## src/rtl/svc_pkg.sv

```systemverilog
package svc_pkg;
  localparam int STB_W    = 8;
  localparam int OPER_POS = 7;
  localparam int SUM_POS  = 6;
  localparam int ESB_POS  = 5;
  localparam int MAV_POS  = 4;
  localparam int ERR_POS  = 2;
  localparam int RSR_POS  = 0;
endpackage

```

## src/rtl/svc_rst_sync.sv

```systemverilog
module svc_rst_sync #(
  parameter int STAGES = 2
) (
  input  logic clk,
  input  logic rst_n,
  output logic rst_sync_n
);
  logic [STAGES-1:0] chain_q;
  logic [STAGES-1:0] chain_d;

  always_comb begin
    chain_d = {chain_q[STAGES-2:0], 1'b1};
  end

  always_ff @(posedge clk or negedge rst_n) begin
    if (!rst_n) chain_q <= '0;
    else        chain_q <= chain_d;
  end

  assign rst_sync_n = chain_q[STAGES-1];
endmodule

```

## src/rtl/svc_enable_reg.sv

```systemverilog
module svc_enable_reg #(
  parameter int W = 8
) (
  input  logic         clk,
  input  logic         rst_n,
  input  logic         wr_i,
  input  logic [W-1:0] wdata_i,
  output logic [W-1:0] en_o
);
  logic [W-1:0] en_q;
  logic [W-1:0] en_d;

  always_comb begin
    en_d = en_q;
    if (wr_i) en_d = wdata_i;
  end

  always_ff @(posedge clk or negedge rst_n) begin
    if (!rst_n) en_q <= '0;
    else        en_q <= en_d;
  end

  assign en_o = en_q;


  en_wr_chk: assert property (@(posedge clk) disable iff (!rst_n)
    wr_i |=> (en_o == $past(wdata_i)));
endmodule

```

## src/rtl/svc_summary.sv

```systemverilog
module svc_summary #(
  parameter int W       = 8,
  parameter int SUM_POS = 6
) (
  input  logic [W-1:0] stat_i,
  input  logic [W-1:0] en_i,
  output logic         mss_o
);
  localparam logic [W-1:0] KEEP = ~(W'(1) << SUM_POS);

  logic [W-1:0] hits;

  always_comb begin
    hits  = stat_i & en_i & KEEP;
    mss_o = |hits;
  end
endmodule

```

## src/rtl/svc_request.sv

```systemverilog
module svc_request (
  input  logic clk,
  input  logic rst_n,
  input  logic mss_i,
  input  logic bus_i,
  input  logic poll_i,
  output logic rqs_o
);
  logic rqs_q, rqs_d;
  logic mss_q, mss_d;
  logic rise;

  always_comb begin
    rise  = mss_i & ~mss_q;
    mss_d = mss_i;
    rqs_d = rqs_q;
    if (rise && bus_i) rqs_d = 1'b1;
    else if (poll_i)   rqs_d = 1'b0;
  end

  always_ff @(posedge clk or negedge rst_n) begin
    if (!rst_n) begin
      rqs_q <= 1'b0;
      mss_q <= 1'b0;
    end else begin
      rqs_q <= rqs_d;
      mss_q <= mss_d;
    end
  end

  assign rqs_o = rqs_q;


  rqs_set_chk: assert property (@(posedge clk) disable iff (!rst_n)
    (mss_i && !mss_q && bus_i) |=> rqs_o);

  poll_clr_chk: assert property (@(posedge clk) disable iff (!rst_n)
    (poll_i && !(mss_i && !mss_q && bus_i)) |=> !rqs_o);

  rqs_hold_chk: assert property (@(posedge clk) disable iff (!rst_n)
    (rqs_o && !poll_i) |=> rqs_o);

  serial_noset_chk: assert property (@(posedge clk) disable iff (!rst_n)
    (!bus_i && !rqs_o) |=> !rqs_o);
endmodule

```

## src/rtl/svc_status_top.sv

```systemverilog
module svc_status_top
  import svc_pkg::*;
(
  input  logic             clk,
  input  logic             rst_n,
  input  logic             oper_i,
  input  logic             esb_i,
  input  logic             mav_i,
  input  logic             err_i,
  input  logic             rsr_i,
  input  logic             en_wr_i,
  input  logic [STB_W-1:0] en_wdata_i,
  input  logic             poll_i,
  input  logic             bus_sel_i,
  output logic [STB_W-1:0] poll_byte_o,
  output logic [STB_W-1:0] query_byte_o,
  output logic             srq_o
);
  logic             rst_i_n;
  logic [STB_W-1:0] stat;
  logic [STB_W-1:0] en_mask;
  logic             mss;
  logic             rqs;

  svc_rst_sync #(.STAGES(2)) u_rst (
    .clk       (clk),
    .rst_n     (rst_n),
    .rst_sync_n(rst_i_n)
  );

  always_comb begin
    stat           = '0;
    stat[OPER_POS] = oper_i;
    stat[ESB_POS]  = esb_i;
    stat[MAV_POS]  = mav_i;
    stat[ERR_POS]  = err_i;
    stat[RSR_POS]  = rsr_i;
  end

  svc_enable_reg #(.W(STB_W)) u_en (
    .clk    (clk),
    .rst_n  (rst_i_n),
    .wr_i   (en_wr_i),
    .wdata_i(en_wdata_i),
    .en_o   (en_mask)
  );

  svc_summary #(.W(STB_W), .SUM_POS(SUM_POS)) u_sum (
    .stat_i(stat),
    .en_i  (en_mask),
    .mss_o (mss)
  );

  svc_request u_req (
    .clk   (clk),
    .rst_n (rst_i_n),
    .mss_i (mss),
    .bus_i (bus_sel_i),
    .poll_i(poll_i),
    .rqs_o (rqs)
  );

  always_comb begin
    query_byte_o          = stat;
    query_byte_o[SUM_POS] = mss;
    poll_byte_o           = stat;
    poll_byte_o[SUM_POS]  = rqs;
    srq_o                 = rqs & bus_sel_i;
  end


  mss_cause_chk: assert property (@(posedge clk) disable iff (!rst_i_n)
    (((stat[OPER_POS] & en_mask[OPER_POS]) | (stat[ESB_POS] & en_mask[ESB_POS]) |
      (stat[MAV_POS] & en_mask[MAV_POS]) | (stat[ERR_POS] & en_mask[ERR_POS]) |
      (stat[RSR_POS] & en_mask[RSR_POS])) == 1'b0) |-> !query_byte_o[SUM_POS]);
endmodule

```

## config.mk

```make
export PLATFORM = sky130hd
export DESIGN_NAME = svc_status_top
export DESIGN_NICKNAME = d
export VERILOG_FILES = /design/src/rtl/svc_pkg.sv /design/src/rtl/svc_rst_sync.sv /design/src/rtl/svc_enable_reg.sv /design/src/rtl/svc_summary.sv /design/src/rtl/svc_request.sv /design/src/rtl/svc_status_top.sv
export SDC_FILE = /design/constraint.sdc
export NUM_CORES = 1
export LEC_CHECK = 0
export CAP_MARGIN = 20
export CORE_MARGIN = 2
export CORE_UTILIZATION = 37
export DETAILED_ROUTE_END_ITERATION = 6
export GPL_TIMING_DRIVEN = 0
export PLACE_DENSITY = 0.76
export SLEW_MARGIN = 30
export SYNTH_ARGS = -nofsm -noshare
export SYNTH_HDL_FRONTEND = slang
export SYNTH_HIERARCHICAL = 1
export SYNTH_SLANG_ARGS = --single-unit
```

## constraint.sdc

```tcl
create_clock -name clk -period 1.45 [get_ports clk]
set_input_delay 0.2175 -clock clk [delete_from_list [all_inputs] [get_ports clk]]
set_output_delay 0.2175 -clock clk [all_outputs]
set_load 0.02 [all_outputs]
```

==> results.py, run 1 <==
metrics = {
    "die": {
        "die_x_um": 43.4,
        "pin_count": 35,
        "start_util_pct": 38.7,
        "coreArea_um2": 1490,
        "dieHeight_um": 43.4,
        "dieArea_um2": 1890,
        "fp-row-count": 14,
    },
    "pwr": {
        "intPower_uw": 582,
        "comb_power_share_pct": 28.9,
        "power.leakage_uw": 0.000474,
        "switchingPower_uw": 199,
        "p_seq_share_pct": 45.3,
        "clkPwrFrac_pct": 25.8,
        "cellPowerDensity_nw_per_um2": 839,
        "power_uw": 781,
        "switching_share_pct": 25.5,
        "vdd_ir_drop_max_v": 0.000569,
    },
    "placement": {
        "io_buffers": 28,
        "globalplace.congestion": 0.687,
        "dpl_worst_slack_ns": -0.662,
        "dp_hpwl_um": 909,
        "place_inst": 94,
    },
    "logic_synthesis": {
        "synth.avg_cell_area_um2": 12.8,
        "syn_area_um2": 576,
        "synth_cells": 45,
        "ys_warn_count": 6,
    },
    "worst_setup_path": {
        "required_ns": 1.23,
        "slowest_delay_ns": 0.38,
        "crit_path_start_kind": "flop",
        "critPathBufInv": 2,
        "path_cells": "a222oi_1 -> nand3_1 -> buf_4 -> buf_6",
        "endpoint_kind": "output port",
        "crit_type": "reg2out",
        "critPathMaxFanout": 2,
        "cp_top_family": "flip-flops",
        "cp.arrival_ns": 1.41,
        "cp_slowest_cell": "dfrtp_1",
    },
    "global_routing": {
        "grt_use_met3_pct": 3.75,
        "grt_pass1_wl_um": 1860,
        "grt.busiest_layer": "met2",
        "grt_max_degree": 10,
        "antenna_found_initial": 0,
        "first_global_vias": 439,
        "grt_usage_pct": 13.5,
        "globalRouteOverflowTotal": 0,
        "met1_usage_pct": 14.8,
        "grt_use_met2_pct": 25.4,
    },
    "detailed_routing": {
        "drt_iter0_drc": 4,
        "detailedRoute.firstPassIterationCount": 4,
        "via_count": 415,
        "routed_via_density": 4.11,
        "wl_um": 1110,
        "ant_nets": 0,
        "drc": 0,
        "routedWlPerCell_um": 11.0,
    },
    "timing": {
        "fin_crit_sh_pct": 112,
        "setup_viol": 1,
        "setup_ws_ns": -0.176,
        "finalCriticalPeriod_ns": 1.63,
        "hold_slack_ns": 0.112,
        "fmax_ghz": 0.615,
        "finalHoldViolations": 0,
        "clock_skew_ns": 0.000394,
        "rsz0062_at_grt": "yes",
        "slew_viol_final": 0,
    },
    "status": {
        "failed_checks": "setup timing",
        "status": "complete, but fails checks",
    },
    "final_layout": {
        "final_nets": 104,
        "drive_gt1_share_pct": 37.6,
        "antenna_cells": 0,
        "fill_cells": 126,
        "final_util_pct": 62.5,
        "instances_no_fill": 101,
        "area_growth_pct": 61.7,
    },
    "clock_tree": {
        "clkSinkCount": 11,
        "cts_buffer_depth": 2,
        "insertion_delay_ns": 0.26,
        "root_buffer": "clkbuf_4",
        "cts_buffers": 3,
        "hold_buffers": 0,
        "path_clk_slew_ns": 0.06,
        "htree_levels": 1,
        "cts_tree": "built",
    },
    "worst_hold_path": {
        "hold_class": "in2async",
    },
    "job": {
        "drv_cap": 0,
    },
}
-- state kept, by name (all words and copies together) (netlist names) --
| name | flops |
|---|---|
| u_en/en_o | 7 |
| u_req/rqs_o | 1 |
| u_req/mss_q | 1 |
| u_rst/chain_q | 2 |
-- layout by cell type (no fill, tap or decap), drive strengths merged --
master / instances
and2: 1
clkdlybuf4s50: 16
nand2: 1
clkbuf: 4
buf: 21
a222oi: 1
dfrtp: 11
nand3: 1
a22oi: 2
o22ai: 1
mux2: 7
inv: 1
conb: 7
dlygate4sd2: 11
-- area by class of cell --
type / instances / area [um^2] / share of cell area [%]
buffer: 17 / 131 / 14.1
multi-input combinational: 21 / 184 / 19.8
timing repair buffer: 31 / 290 / 31.2
tap: 16 / 20.0 / 2.15
clock buffer: 4 / 26.3 / 2.82
inverter: 1 / 3.75 / 0.403
sequential: 11 / 275 / 29.6
-- power by group through the flow --
stage / Clock [uW] / Combinational (uW) / Sequential [uW]
2_1_floorplan: 0 / 132 / 354
3_3_place_gp: 0 / 221 / 359
3_5_place_dp: 0 / 226 / 360
4_1_cts: 212 / 219 / 354
5_1_grt: 232 / 240 / 358
6_report: 202 / 225 / 354
-- timing repair --
action	CTS	global route
pin swaps	2	2
buffers inserted	1	2
resized for setup	17	0
setup endpoints to repair	13	1
-- layer usage --
layer,vias to the layer above,wire [um]
li1,208,-
met1,189,437
met2,18,603
met3,0,66
met4,0,0
met5,-,0
-- path summary, 6_finish.rpt --
check	depth (start not counted)	to	start	slack, ns
max in group asynchronous	0	u_req/rqs_o	u_rst/chain_q[1]	1.05
setup / recovery	4	query_byte_o[6]	u_en/en_o[0]	-0.18
setup reg to reg	6	u_req/rqs_o	u_en/en_o[0]	0.06
hold reg to reg	0	u_en/en_o[3]	u_rst/chain_q[1]	0.14
hold / removal	1	u_rst/chain_q[0]	rst_n	0.11
min in group clk	2	u_en/en_o[4]	en_wr_i	0.27
-- through the flow --
stage / instance area, um^2 / setup TNS (ns)
floorplan: 594 / 0
global placement: 895 / -2.74
detailed placement: 895 / -2.91
CTS: 916 / -0.194
global route: 931 / -0.246
finish: 931 / -0.176
Note: power is estimated with default switching activity, not from simulation.
==> run 2: changes to the inputs <==
Settings changed: SLEW_MARGIN 30 to 20.
==> results of run 2 <==
No change in the layout: final DEF, timing and power equal those of run 1.
